$ cat config.mk
export PLATFORM = sky130hd
export DESIGN_NAME = flag_alu
export DESIGN_NICKNAME = d
export VERILOG_FILES = /design/src/rtl/flag_alu_pkg.sv /design/src/rtl/flag_alu_adder.sv /design/src/rtl/flag_alu_bitops.sv /design/src/rtl/flag_alu_flags.sv /design/src/rtl/flag_alu.sv
export SDC_FILE = /design/constraint.sdc
export NUM_CORES = 1
export LEC_CHECK = 0
export ABC_CLOCK_PERIOD_IN_PS = 12130
export BUFFER_PORTS_ARGS = -buffer_cell sky130_fd_sc_hd__buf_2
export CAP_MARGIN = 5
export CORE_MARGIN = 2
export CORE_UTILIZATION = 45
export DETAILED_ROUTE_END_ITERATION = 8
export GPL_ROUTABILITY_DRIVEN = 0
export PLACE_DENSITY = 0.7
export SETUP_SLACK_MARGIN = 0.05
export SYNTH_ARGS = -nofsm -noshare
export SYNTH_HDL_FRONTEND = slang
export SYNTH_SLANG_ARGS = --single-unit
$ cat constraint.sdc
create_clock -name vclk -period 12.13
set_input_delay 3.639 -clock vclk [all_inputs]
set_output_delay 3.639 -clock vclk [all_outputs]
set_load 0.05 [all_outputs]
$ cat src/rtl/flag_alu_pkg.sv
package flag_alu_pkg;

   typedef enum logic [3:0] {
      OP_ADD  = 4'd0,
      OP_SUB  = 4'd1,
      OP_AND  = 4'd2,
      OP_OR   = 4'd3,
      OP_XOR  = 4'd4,
      OP_NOT  = 4'd5,
      OP_INC  = 4'd6,
      OP_DEC  = 4'd7,
      OP_SWAP = 4'd8,
      OP_ROL  = 4'd9,
      OP_ROR  = 4'd10
   } alu_op_e;

   typedef struct packed {
      logic z;
      logic dc;
      logic c;
   } flag_set_t;

   // Which flags an operation is allowed to write
   function automatic flag_set_t op_updates(input logic [3:0] op);
      flag_set_t m;
      case (op)
         OP_ADD, OP_SUB:                          m = '{z: 1'b1, dc: 1'b1, c: 1'b1};
         OP_AND, OP_OR, OP_XOR, OP_NOT,
         OP_INC, OP_DEC:                          m = '{z: 1'b1, dc: 1'b0, c: 1'b0};
         OP_ROL, OP_ROR:                          m = '{z: 1'b0, dc: 1'b0, c: 1'b1};
         default:                                 m = '{z: 1'b0, dc: 1'b0, c: 1'b0};
      endcase
      return m;
   endfunction

   function automatic logic uses_adder(input logic [3:0] op);
      return (op == OP_ADD) || (op == OP_SUB) || (op == OP_INC) || (op == OP_DEC);
   endfunction

endpackage

$ cat src/rtl/flag_alu_adder.sv
module flag_alu_adder #(
   parameter int WIDTH    = 8,
   parameter int HALF     = WIDTH / 2,
   parameter bit FAST_ADD = 1'b1
) (
   input  logic [WIDTH-1:0] a,
   input  logic [WIDTH-1:0] b,
   input  logic             cin,
   output logic [WIDTH-1:0] sum,
   output logic             half_carry,
   output logic             carry_out
);
   localparam int UPPER = WIDTH - HALF;

   generate
      if (FAST_ADD) begin : g_segmented
         logic [HALF:0]  lo_seg;
         logic [UPPER:0] hi_seg;
         assign lo_seg = {1'b0, a[HALF-1:0]} + {1'b0, b[HALF-1:0]} + {{HALF{1'b0}}, cin};
         assign hi_seg = {1'b0, a[WIDTH-1:HALF]} + {1'b0, b[WIDTH-1:HALF]}
                       + {{UPPER{1'b0}}, lo_seg[HALF]};
         assign sum        = {hi_seg[UPPER-1:0], lo_seg[HALF-1:0]};
         assign half_carry = lo_seg[HALF];
         assign carry_out  = hi_seg[UPPER];
      end else begin : g_ripple
         logic [WIDTH:0] chain;
         assign chain[0] = cin;
         for (genvar i = 0; i < WIDTH; i++) begin : g_bit
            assign sum[i]      = a[i] ^ b[i] ^ chain[i];
            assign chain[i+1]  = (a[i] & b[i]) | (chain[i] & (a[i] ^ b[i]));
         end
         assign half_carry = chain[HALF];
         assign carry_out  = chain[WIDTH];
      end
   endgenerate

   always_comb begin
      assert_adder_total_R11: assert ({carry_out, sum} ==
            ({1'b0, a} + {1'b0, b} + {{WIDTH{1'b0}}, cin}))
         else $error("adder total mismatch");
   end

endmodule

$ cat src/rtl/flag_alu_bitops.sv
module flag_alu_bitops #(
   parameter int WIDTH = 8,
   parameter int HALF  = WIDTH / 2
) (
   input  logic [WIDTH-1:0] a,
   input  logic [WIDTH-1:0] b,
   input  logic             cin,
   input  logic [3:0]       op,
   output logic [WIDTH-1:0] bit_res,
   output logic             shifted_out
);
   import flag_alu_pkg::*;

   always_comb begin
      shifted_out = 1'b0;
      case (op)
         OP_AND:  bit_res = a & b;
         OP_OR:   bit_res = a | b;
         OP_XOR:  bit_res = a ^ b;
         OP_NOT:  bit_res = ~a;
         OP_SWAP: bit_res = {a[HALF-1:0], a[WIDTH-1:HALF]};
         OP_ROL: begin
            bit_res     = {a[WIDTH-2:0], cin};
            shifted_out = a[WIDTH-1];
         end
         OP_ROR: begin
            bit_res     = {cin, a[WIDTH-1:1]};
            shifted_out = a[0];
         end
         default: bit_res = a;
      endcase
   end

endmodule

$ cat src/rtl/flag_alu_flags.sv
module flag_alu_flags #(
   parameter int WIDTH = 8
) (
   input  logic [3:0]       op,
   input  logic [WIDTH-1:0] res,
   input  logic             add_dc,
   input  logic             add_c,
   input  logic             rot_c,
   output logic             z,
   output logic             dc,
   output logic             c,
   output logic             z_we,
   output logic             dc_we,
   output logic             c_we
);
   import flag_alu_pkg::*;

   flag_set_t upd;

   always_comb begin
      upd   = op_updates(op);
      z_we  = upd.z;
      dc_we = upd.dc;
      c_we  = upd.c;
      z     = (res == '0);
      dc    = upd.dc & add_dc;
      c     = upd.c & (((op == OP_ROL) || (op == OP_ROR)) ? rot_c : add_c);
   end

endmodule

$ cat src/rtl/flag_alu.sv
module flag_alu #(
   parameter int WIDTH    = 8,
   parameter bit FAST_ADD = 1'b1
) (
   input  logic [WIDTH-1:0] opd_a,
   input  logic [WIDTH-1:0] opd_b,
   input  logic             carry_in,
   input  logic [3:0]       op_sel,
   output logic [WIDTH-1:0] result,
   output logic             zero_flag,
   output logic             digit_carry_flag,
   output logic             carry_flag,
   output logic             zero_we,
   output logic             digit_carry_we,
   output logic             carry_we
);
   import flag_alu_pkg::*;

   localparam int HALF = WIDTH / 2;

   generate
      if (WIDTH < 4 || (WIDTH % 2) != 0) begin : g_bad_width
         $error("flag_alu: WIDTH must be even and at least 4");
      end
   endgenerate

   logic [WIDTH-1:0] add_b, add_sum, bit_res;
   logic             add_cin, add_dc, add_c, rot_c;

   // Operand shaping: subtract and decrement reuse the adder
   always_comb begin
      add_b   = opd_b;
      add_cin = 1'b0;
      case (op_sel)
         OP_SUB: begin add_b = ~opd_b;      add_cin = 1'b1; end
         OP_INC: begin add_b = '0;          add_cin = 1'b1; end
         OP_DEC: begin add_b = '1;          add_cin = 1'b0; end
         default: ;
      endcase
   end

   flag_alu_adder #(.WIDTH(WIDTH), .HALF(HALF), .FAST_ADD(FAST_ADD)) u_adder (
      .a(opd_a), .b(add_b), .cin(add_cin),
      .sum(add_sum), .half_carry(add_dc), .carry_out(add_c)
   );

   flag_alu_bitops #(.WIDTH(WIDTH), .HALF(HALF)) u_bitops (
      .a(opd_a), .b(opd_b), .cin(carry_in), .op(op_sel),
      .bit_res(bit_res), .shifted_out(rot_c)
   );

   assign result = uses_adder(op_sel) ? add_sum : bit_res;

   flag_alu_flags #(.WIDTH(WIDTH)) u_flags (
      .op(op_sel), .res(result), .add_dc(add_dc), .add_c(add_c), .rot_c(rot_c),
      .z(zero_flag), .dc(digit_carry_flag), .c(carry_flag),
      .z_we(zero_we), .dc_we(digit_carry_we), .c_we(carry_we)
   );

   always_comb begin
      if (op_sel == OP_ADD)
         assert_add_total_R1: assert ({carry_flag, result} == ({1'b0, opd_a} + {1'b0, opd_b}))
            else $error("add result/carry mismatch");
      if (op_sel == OP_SUB)
         assert_sub_borrow_R2: assert (carry_flag == (opd_a >= opd_b))
            else $error("subtract inverted borrow mismatch");
      assert_zero_R3: assert (zero_flag == (result == '0))
         else $error("zero flag mismatch");
      if (op_sel == OP_ROL)
         assert_rol_carry_R6: assert (carry_flag == opd_a[WIDTH-1] && result[0] == carry_in)
            else $error("rotate-left carry mismatch");
      if (op_sel == OP_ROR)
         assert_ror_carry_R6: assert (carry_flag == opd_a[0] && result[WIDTH-1] == carry_in)
            else $error("rotate-right carry mismatch");
      if (op_sel >= 4'd8 && op_sel != OP_ROL && op_sel != OP_ROR)
         assert_no_update_R7: assert (!zero_we && !digit_carry_we && !carry_we)
            else $error("swap or reserved op enabled a flag");
      assert_gated_R9: assert ((digit_carry_we || !digit_carry_flag) && (carry_we || !carry_flag))
         else $error("flag value set while its enable is low");
   end

endmodule

## Word-level counts from Yosys, hierarchy flattened

Memory sizes are Yosys's and may differ from the RTL's.
Index checks and enable logic that the tools add are counted.

- Bits in registers: 0
- Bits in read-only memories: 48
- Input port bits: 21
- Memories kept: 1

- Add/sub/neg operators: 4
- Eq/ne operators: 10
- Mux-type cells: 6
- Bitwise logic cells: 7
- Reduce and logical (&&, ||, !) cells: 7

Memory list:

| memory | words | width | read ports | clocked after Yosys merged registers in | wr ports | line | source |
|---|---|---|---|---|---|---|---|
| (name not given) | 16 | 3 | 1 | 0 | 0 | flag_alu_pkg.sv:26 | `case (op)` |

Operators with widths:

| operator | number |
|---|---|
| one-hot mux 8 bit (7 select lines) | 1 |
| one-hot mux 8 bit (3 select lines) | 1 |
| equality test 4 x 3 -> 1 bit, second input constant | 4 |
| NOT 8 bit | 2 |
| equality test 4 bit, second input constant | 3 |
| adder 4 x 4 -> 5 bit | 2 |
| adder 5 x 1 -> 5 bit | 2 |
| AND 8 bit | 1 |
| equality test 4 x 2 -> 1 bit, second input constant | 2 |
| zero test 8 bit | 1 |
| 2-to-1 mux 8 bit | 1 |
| bitwise OR 8 bit | 1 |
| XOR 8 bit | 1 |
| equality test 4 x 1 -> 1 bit, second input constant | 1 |
| zero test 4 bit | 1 |
| logical OR 1 bit | 4 |
| AND 1 bit | 2 |
| 2-to-1 mux 1 bit | 2 |
| one-hot mux 1 bit (2 select lines) | 1 |
| OR reduction 2 bit | 1 |

## Longest topological paths before layout

Gate-level depths: netlist (run 1).

- Word-level depth: 7
- Gate-level depth with buffers: 23
- Gate-level depth less buffers: 21

## By module

From an unflattened synthesis (run 1), not the netlist that was laid out.

- Cells, all modules: 246
- Area total of the unflattened synthesis: 1,841.8 µm²

Modules (own cells, without submodules):

| module | times used | cells an instance | area each (µm²) |
|---|---|---|---|
| flag_alu_bitops | 1 | 153 | 1,052.3 |
| flag_alu | 1 | 44 | 391.6 |
| flag_alu_adder | 1 | 33 | 287.8 |
| flag_alu_flags | 1 | 16 | 110.1 |

## Least setup slack after synthesis (run 1)

Ideal clock, no wire load.

- Path type: input to output
- Start point: in op_sel[1]
- End point: out zero_flag
- Data arrival time: 7,911 ps
- Data required time: 8,491 ps
- Path slack: 580 ps
- Cell stages on the path: 21
- Path buffers: 2
- Path through: inv_1 > ha_1 > buf_6 > clkbuf_8 > nand2_1 > a21o_1 > inv_1 > o21ai_0 > fa_1 > inv_1 > fa_1 > inv_1 > a21o_1 > a21oi_1 > fa_1 > inv_1 > a21o_1 > a21oi_1 > xor2_1 > o22ai_1 > nor4_2

- Cells in the longest elaborated chain, start to end: 7

Ends and longest elaborated chain:

| element | line | source |
|---|---|---|
| start: declaration | flag_alu.sv:8 | `input logic [3:0] op_sel,` |
| equality test 4 x 3 -> 1 bit / equality test 4 x 1 -> 1 bit (equally long branches) | flag_alu_pkg.sv:37, flag_alu.sv:34 |  |
| one-hot mux 8 bit (3 select lines) / OR reduction 2 bit (equally long branches) | - |  |
| adder 4 x 4 -> 5 bit / 2-to-1 mux 1 bit (equally long branches) | flag_alu_adder.sv:19, flag_alu.sv:34 |  |
| adder 5 x 1 -> 5 bit | flag_alu_adder.sv:19 | `assign lo_seg = {1'b0, a[HALF-1:0]} + {1'b0, b[HALF-1:0]} + {{HALF{1'b0}}, cin};` |
| adder 5 x 1 -> 5 bit | flag_alu_adder.sv:21 | `+ {{UPPER{1'b0}}, lo_seg[HALF]};` |
| 2-to-1 mux 8 bit (*) | flag_alu.sv:52 | `assign result = uses_adder(op_sel) ? add_sum : bit_res;` |
| via result[7] | flag_alu.sv:9 | `output logic [WIDTH-1:0] result,` |
| zero test 8 bit (*) | flag_alu_flags.sv:25 | `z = (res == '0);` |
| end: declaration | flag_alu.sv:10 | `output logic zero_flag,` |

The timed path passes the listed nets; every way through them passes the cells marked *.

## Final worst setup path (run 1)

- Start point: in op_sel[1]
- End point: out zero_flag

- Cells in the longest elaborated chain, start to end: 7

Ends and longest elaborated chain:

| element | line |
|---|---|
| equality test 4 x 3 -> 1 bit / equality test 4 x 1 -> 1 bit (equally long branches) | flag_alu_pkg.sv:37, flag_alu.sv:34 |
| one-hot mux 8 bit (3 select lines) / OR reduction 2 bit (equally long branches) | - |
| adder 4 x 4 -> 5 bit / 2-to-1 mux 1 bit (equally long branches) | flag_alu_adder.sv:19, flag_alu.sv:34 |
| adder 5 x 1 -> 5 bit | flag_alu_adder.sv:19 |
| adder 5 x 1 -> 5 bit | flag_alu_adder.sv:21 |
| 2-to-1 mux 8 bit (*) | flag_alu.sv:52 |
| zero test 8 bit (*) | flag_alu_flags.sv:25 |

Every way passes the cells marked *; elsewhere a longest branch is shown, timed or not.

==> impl_summary.md, run 1 <==
Global route
The total congestion overflow is 0. Entering global routing, the biggest net connects 26 pins. Across every metal layer, demand over resource in global routing totals 0.247. The number of antenna violations at the first check in global routing is 0. The number of global-route vias before repair is 1,746.

The global-route wire length before repair is 8.32 mm.

Power and ir drop
The share of total power dissipated in the clock network is 0. Of the total power, the share spent switching nets is 0.667. The analysis attributes to net switching a power of 0.0677 mW. The leakage power summed over all cells is 0.864 nW. The power after layout is 0.101 mW. The proportion of power drawn by flip-flops and latches is 0. The internal portion of the total power is 0.0337 mW. Across the VDD grid, the largest voltage drop is 0.0247 mV. The power density relative to cell area is 56.8 nW/µm². The relative contribution of combinational cells to total power is 1.000.

Floorplanning
The overall die width is 64.2 µm. The row count is 21. The number of top-level pins is 35. The overall die height is 64.2 µm.

The effective utilization at floorplan is 0.477. The core box area is 3420 µm². The die covers 4120 µm².

Placement
In this run the cell area measured after placement is 1790 µm². Buffers placed on the I/O ports in this run total 35. At the placement stage, the worst setup path has a slack of 594 ps. The wire-length estimate of the detail-placed layout is 3.96 mm.

Route
Across all layers, the routed design uses 1,858 vias. The count of routing violations after the opening detailed-route iteration is 201. The number of vias per cell after detailed routing is 6.36. The DRC violation count after routing is 0. The count of nets left with antenna violations once routing finished came out at 0. The aggregate routed wire length is 5.18 mm.

The first TritonRoute pass finished after 5 iterations. The average wire length per cell after detail routing is 17.7 µm.

Logic synthesis
For this run, the register share of the synthesized area comes to 0. The number of warning messages in the yosys log is 0. The number of instances in the synthesized netlist is 218.

The netlist uses 61 different library cells. The total standard cell area after synthesis is 1630 µm². The average cell area after synthesis is 7.48 µm². When the netlist entered floorplanning its net count stood at 269.

Worst setup path
By startpoint and endpoint, the worst setup path is classified as input pin to output pin. The data required time at the worst endpoint is 8490 ps. STA classifies the critical path endpoint as an output pin. The data arrival time of the critical path is 7940 ps.

The maximum fanout along the worst path is 9. The worst setup path is launched from an input pin.

Layout
At the end of the flow, the number of nets in the layout was 299. Compared with the post-synthesis result, the final layout area differs by 9.52%. The register area is 0 µm². The post-route cell area is 1790 µm².

The fraction of final layout cells with drive strength greater than 1 is 0.215. The final layout contains a sequential cell count of 0. The clock tree buffer count of the final layout is 0. The repair_antennas step left the layout with diodes totalling 0.

STA
The worst pin sits at a relative slew slack of 0.570. After layout, the worst setup slack is 552 ps. Dividing the final minimum period by the clock period gives 0.954. In the final timing run, aggregate negative setup slack is 0 ps.

The minimum clock period after layout is 11,580 ps. The highest achievable clock rate is 0.0864 GHz. The count of final max-slew check failures is 0. Setup violations remaining at the end of the flow were counted as 0. The transition at the pin with the smallest max-transition slack is 645 ps. The count of endpoints failing hold in the final timing report is 0. The worst hold-check slack is 7660 ps. Setup repair after global routing left no endpoint under its margin.

Run
The number of max-capacitance violations reported is 0.

Clock tree
The number of buffers added to fix hold violations after cts is 0. Post-CTS repair changed the size of 0 cells. Buffers added to address setup during post-CTS repair amount to 0.

Outcome
The flow ran to the end, and the final reports show no timing, DRC or antenna violations.

Worst hold path
In this run the worst hold path is classified as input pin to output pin.
[layout by cell type (no fill, tap or decap), types with 4 or more instances in the layout]
cell	count
buf_2	35
inv_1	27
ha_1	26
nand2_1	20
o21ai_0	20
o22ai_1	10
a21oi_1	8
nor2_1	8
a21o_1	5
a221oi_1	5
mux2i_1	5
nor2b_1	4
a22o_1	4
fa_1	4
[per-layer routing]
metal / GRT usage / vias to the layer above / routed length (µm)
met5: 0 / - / 0
met4: 0.0532 / 0 / 110
met3: 0.0194 / 21 / 445
met2: 0.411 / 105 / 2440
met1: 0.345 / 854 / 2180
li1: - / 878 / -
[cell families after synthesis]
family	after synthesis	synth area share
AOI/OAI and AO/OA	88	0.405
xor gates and xnor gates	4	0.0215
adders and majority gates	30	0.249
buffers and inverters	38	0.126
muxes	5	0.0307
and+or+nand+nor	53	0.168
[cell usage after synthesis, types with 5 or more instances]
cell / n / area share
a21oi_1: 8 / 0.025
ha_1: 26 / 0.20
nand2_1: 20 / 0.046
a21o_1: 5 / 0.023
inv_1: 27 / 0.062
o21ai_0: 20 / 0.061
nor2_1: 8 / 0.018
o22ai_1: 10 / 0.038
a221oi_1: 5 / 0.027
mux2i_1: 5 / 0.031
[final timing paths]
kind	startpoint	endpoint	slack, ps	depth (start not counted)
worst min-delay path	op_sel[1]	digit_carry_we	7660	3
worst max-delay path	op_sel[1]	zero_flag	550	23
[cell type report]
class                      instances  area (µm²)
multi-input combinational        180        1430
fill                             367        1630
tap                               46        57.6
timing repair buffer              38         198
inverter                          28         105
[power groups by stage]
stage,clock network (mW),logic [mW],registers [mW]
finish,0,0.101,0
global route,0,0.110,0
CTS,0,0.100,0
detailed placement,0,0.0996,0
global placement,0,0.0998,0
floorplan,0,0.0760,0
[per-stage QoR]
step,std cells,util
2_1_floorplan,218,-
3_3_place_gp,292,0.523
3_5_place_dp,292,0.523
4_1_cts,292,0.523
5_1_grt,292,0.523
6_report,292,0.523
[critical path, cell delays in order]
cell	delay (ps)
buf_2	130
inv_1	70
ha_1	150
nand2_1	190
a21o_1	240
inv_1	180
o21ai_0	150
fa_1	430
inv_1	80
fa_1	200
inv_1	50
a21o_1	140
a21oi_1	330
fa_1	250
inv_1	60
fa_1	400
xor2_1	170
nor3_1	180
nor2_1	70
a311oi_2	180
nand4b_1	170
nor4_2	160
buf_2	300
(Power assumes the default switching activity.)
==> run 2, diff against run 1 <==
--- a/config.mk
+++ b/config.mk
@@ -9,10 +9,11 @@
 export BUFFER_PORTS_ARGS = -buffer_cell sky130_fd_sc_hd__buf_2
 export CAP_MARGIN = 5
 export CORE_MARGIN = 2
-export CORE_UTILIZATION = 45
+export CORE_UTILIZATION = 30
 export DETAILED_ROUTE_END_ITERATION = 8
 export GPL_ROUTABILITY_DRIVEN = 0
-export PLACE_DENSITY = 0.7
+export PLACE_DENSITY = 0.51
+export RECOVER_POWER = 25
 export SETUP_SLACK_MARGIN = 0.05
 export SYNTH_ARGS = -nofsm -noshare
 export SYNTH_HDL_FRONTEND = slang
==> impl_summary.md, run 2 (synthesis gave the netlist of run 1 again) <==
Placement
The number of instances in the placed design is 317. The post-detailed-placement cell area is 1820 µm². The total half-perimeter wirelength after legalization and detailed placement is 4.55 mm. The quantity of I/O buffers inserted on ports is 35. The post-placement worst setup slack is 734 ps.

Route
In this run, the number of DRC markers left after iteration 0 of detailed routing was 181. For this run, design rule violations remaining after detail routing come to 0. The detailed router placed 1,808 vias in this run. The aggregate routed wire length is 5.61 mm. The remaining number of nets flagged by the antenna check after routing is 0. The number of vias per cell after detailed routing is 5.70. The average wire length per cell after detail routing is 17.7 µm. For this run, the detailed router's first-pass iteration total came to 4.

Layout
The library cells used most frequently in the layout, excluding fill and tap cells, are buf_2 (33), inv_1 (27), ha_1 (26). The number of antenna diodes in the final layout is 0. Across the whole layout, storage elements account for 0 µm².

The fraction of final layout cells with drive strength greater than 1 is 0.211. The final standard cell count with taps included and fillers excluded is 317. The design has 0 sequential cells. The signed area change from the synthesized netlist to the final layout is 11.7%. The library cell used most frequently in the layout, excluding fill and tap cells, is buf_2. The filler cells instantiated in the layout total 574. The finished cells cover 1820 µm².

For this run, the post-layout net count is 300. The clock tree buffer count of the final layout is 0.

Worst setup path
The data arrival time of the critical path is 7770 ps. The data required time at the worst endpoint is 8490 ps. STA classifies the critical path endpoint as an output pin.

The critical path class is input pin to output pin. In this run the worst path has a maximum fanout of 25. The sort of element at the start of the critical path is an input pin.

Floorplanning
The overall die width is 77.7 µm. The number of top-level pins is 35. The core box area is 5170 µm². For this configuration, the core starts out at a cell density of 0.315. The die covers 6040 µm².

The floorplan has 26 rows. The overall die height is 77.7 µm.

Power and ir drop
The proportion of power drawn by flip-flops and latches is 0. The relative contribution of combinational cells to total power is 1.000. The peak supply drop is 0.0342 mV. The power density relative to cell area is 56.5 nW/µm². The share of total power dissipated in the clock network is 0. The internal power summed over all cells is 0.0341 mW. Summed over all nets, the switching power comes to 0.0688 mW. Total power for the finished layout comes to 0.103 mW.

For this design the static power due to leakage is 0.862 nW. The switching power share of the total is 0.668.

Global route
The global-route wire length before repair is 9.17 mm. The total congestion overflow is 0. Across every metal layer, demand over resource in global routing totals 0.186.

met2 is the most crowded layer. The global-route met1 utilization is 0.268. Entering global routing, the biggest net connects 26 pins. For met2 alone, demand over resource in global routing was 0.300.

The number of antenna violations at the first check in global routing is 0. For this run, global-route usage on met3 was measured as 0.00581. The number of global-route vias before repair is 1,747.

STA
The count of endpoints failing setup in the final report is 0. Across all setup checks in the final design, the least slack found is 719 ps. The highest achievable clock rate is 0.0876 GHz. The minimum clock period after layout is 11,410 ps. The final clock period utilization by the worst path is 0.941. The transition at the pin with the smallest max-transition slack is 634 ps. The post-route setup TNS is 0 ps.

The count of final max-slew check failures is 0. The count of endpoints failing hold in the final timing report is 0. The worst slew margin relative to its limit is 0.577.

Setup repair after global routing left no endpoint under its margin.

Clock tree
The number of buffers added to fix hold violations after cts is 0. The number of gates resized after cts is 0. The number of buffers inserted to repair setup after CTS is 0.

Outcome
The flow ran to the end, and the final reports show no timing, DRC or antenna violations.

Run
Max-cap violations in this run came to 0.

Worst hold path
The cell count of the worst hold path is 3. The class of the tightest hold or removal check is input pin to output pin.
==> run 2: cell count changes in the layout (fill, tap and decap cells not counted), sizes merged <==
cell    delta
buf        -1
clkbuf     +2
==> run 2: per-layer routing <==
layer  vias up  share of wire
met5         -              0
met4         0          0.028
met3        13          0.068
met2        77           0.45
met1       845           0.45
li1        873              -
==> run 2: final timing paths <==
| path | startpoint | end | slack [ps] |
|---|---|---|---|
| setup / recovery | op_sel[3] | zero_flag | 720 |
| hold / removal | op_sel[1] | digit_carry_we | 7700 |
==> run 2: cell type report <==
class | instances | area, µm² | area share
tap | 70 | 87.6 | 0.0481
timing repair buffer | 39 | 203 | 0.111
inverter | 28 | 105 | 0.0577
multi-input combinational | 180 | 1430 | 0.783
==> run 2: power by group through the flow <==
stage / clock network, mW / logic (mW) / registers (mW)
after floorplan: 0 / 0.0760 / 0
after global placement: 0 / 0.103 / 0
after detailed placement: 0 / 0.102 / 0
after CTS: 0 / 0.102 / 0
after global routing: 0 / 0.111 / 0
final: 0 / 0.103 / 0
==> run 2: critical path: stages <==
cell	delay [ps]
buf_2	440
clkinv_1	390
nand2_1	140
o21ai_0	120
fa_1	430
inv_1	80
fa_1	190
inv_1	50
a21o_1	140
a21oi_1	240
fa_1	240
inv_1	70
fa_1	410
xor2_1	170
nor3_1	180
nor2_1	70
a311oi_2	200
nand4b_1	140
nor4_2	130
buf_2	290
==> run 2: stage by stage <==
| stage | hold slack [ps] | util |
|---|---|---|
| after global placement | 7710 | 0.352 |
| after CTS | 7710 | 0.352 |
| final | 7700 | 0.352 |
| after global routing | 7730 | 0.352 |
| after floorplan | 7450 | - |
| after detailed placement | 7710 | 0.352 |
==> run 3, diff against run 2 <==
--- a/config.mk
+++ b/config.mk
@@ -13,7 +13,7 @@
 export DETAILED_ROUTE_END_ITERATION = 8
 export GPL_ROUTABILITY_DRIVEN = 0
 export PLACE_DENSITY = 0.51
-export RECOVER_POWER = 25
+export RECOVER_POWER = 100
 export SETUP_SLACK_MARGIN = 0.05
 export SYNTH_ARGS = -nofsm -noshare
 export SYNTH_HDL_FRONTEND = slang
==> impl_summary.md, run 3 (synthesis gave the netlist of run 1 again) <==
Outcome
The flow ran to the end, and the final reports show no timing, DRC or antenna violations.

Placement
The total half-perimeter wirelength after legalization and detailed placement is 4.55 mm. The quantity of I/O buffers inserted on ports is 35.

STA
For the pin with the worst max-slew slack, the measured transition is 626 ps. The worst slew margin relative to its limit is 0.582. The count of endpoints failing hold in the final timing report is 0. In the final timing run, aggregate negative setup slack is 0 ps. The count of endpoints failing setup in the final report is 0. Setup repair after global routing left no endpoint under its margin. Counting I/O delays and the setup requirement, the final critical path takes 11,440 ps.

The final clock period utilization by the worst path is 0.943. The count of final max-slew check failures is 0. The highest achievable clock rate is 0.0874 GHz.

Layout
The clock tree buffer count of the final layout is 0. The final layout contains 300 nets. The number of diodes added for antenna fixing is 0. The area growth from synthesis to layout is 11.0%. The sequential cells in the finished layout cover a total of 0 µm².

At the end of the flow the core is filled with cells to 0.350. The flip-flop and latch count is 0. In the final layout, the share of cells above drive strength 1 is 0.174.

Leaving out fill and tap cells, the most frequent cells in the layout are inv_1 (27), ha_1 (26), buf_2 (23). The leading cell type in the layout, fill and taps excluded is inv_1.

Global route
The number of antenna violations at the first check in global routing is 0. The number of global-route vias before repair is 1,747. The global router's overall resource usage is 0.186. The global-route wire length before repair is 9.17 mm. For this run the aggregate overflow at the end of global routing stands at 0. Entering global routing, the biggest net connects 26 pins.

Power and ir drop
The power density relative to cell area is 56.2 nW/µm². The leakage power summed over all cells is 0.835 nW. The peak supply drop is 0.0320 mV.

Floorplanning
The effective utilization at floorplan is 0.315. The die footprint is 6040 µm². The total area inside the core boundary comes to 5170 µm². The overall die height is 77.7 µm. From left edge to right edge, the die measures 77.7 µm. 35 I/O pins were placed. Row generation in the floorplan step produced 26 rows.

Route
The first-pass iteration count of the detailed router is 6. In this run, the number of DRC markers left after iteration 0 of detailed routing was 181. The count of nets left with antenna violations once routing finished came out at 0. The via total after detailed routing is 1,818. The DRC violation count after routing is 0. The aggregate routed wire length is 5.65 mm. Dividing the detail-routed via count by the number of cells gives 5.74. In the final routed layout, each cell accounts on average for 17.8 µm.

Worst setup path
The data arrival time of the critical path is 7800 ps. At the worst endpoint, the required time is 8490 ps. The critical path goes through buf_2 -> clkinv_1 -> nand2_1 -> o21ai_0 -> fa_1 -> inv_1 -> fa_1 -> inv_1 -> a21o_1 -> a21oi_1 -> fa_1 -> inv_1 -> fa_1 -> xor2_1 -> nor3_1 -> nor2_1 -> a311oi_2 -> nand4b_1 -> nor4_2 -> clkbuf_2. The critical path class is input pin to output pin. The dominant cell type by count on the critical path is fa_1. The maximum fanout along the worst path is 25.

The sort of element at the start of the critical path is an input pin. The library cell contributing the largest single delay on the critical path is buf_2. The start point of the critical path is op_sel[3]. The critical path buffer and inverter count is 6.

The kind of end point of the critical path is an output pin. The largest stage delay on the critical path is 430 ps. Grouping stages by cell kind, the critical path spends the most delay in buffers and inverters.

Clock tree
In this run, post-CTS repair resized a total of 0 instances. The number of buffers inserted to repair setup after CTS is 0. The number of buffers added to fix hold violations after cts is 0.

Worst hold path
The source of the worst hold timing path is op_sel[1]. The class of the tightest hold or removal check is input pin to output pin.

Run
The tool flagged a number of max-cap violations equal to 0.
[run 3: changes by cell type in the layout (fill, tap and decap cells not counted), sizes merged]
cell and delta:
buf -10, clkbuf +10
[run 3: worst min-delay path: stages]
cell	delay, ps
buf_2	160
nor2_1	60
buf_2	200
[run 3: path summary, 6_finish.rpt]
check / end / slack [ps] / cells after the start
max: zero_flag / 690 / 20
min: digit_carry_we / 7700 / 3
[run 3: cell type report]
class	count	area (µm²)
tap	70	87.6
inverter	28	105
fill	581	3360
timing repair buffer	39	191
multi-input combinational	180	1430
[run 3: through the flow]
step | instance area [µm²] | hold WS, ps | worst slack, ps | instances | total power, mW
finish | 1810 | 7700 | 691 | 317 | 0.102
global route | 1810 | 7730 | 247 | 317 | 0.110
CTS | 1820 | 7710 | 737 | 317 | 0.102
detailed placement | 1820 | 7710 | 734 | 317 | 0.102
global placement | 1820 | 7710 | 782 | 317 | 0.103
floorplan | 1630 | 7450 | 580 | 218 | 0.0760
[run 3: metal layers]
| metal | part of all wire | up-vias | global-route usage |
|---|---|---|---|
| met2 | 0.45 | 79 | 0.300 |
| li1 | - | 876 | - |
| met5 | 0 | - | 0 |
| met3 | 0.060 | 10 | 0.00581 |
| met4 | 0.030 | 0 | 0.0571 |
| met1 | 0.46 | 853 | 0.268 |
[run 3: report_power, final]
part / leakage [nW] / internal [mW] / switching (mW)
sequential: 0 / 0 / 0
clock: 0 / 0 / 0
combinational: 0.835 / 0.0327 / 0.0690
total: 0.835 / 0.0327 / 0.0690
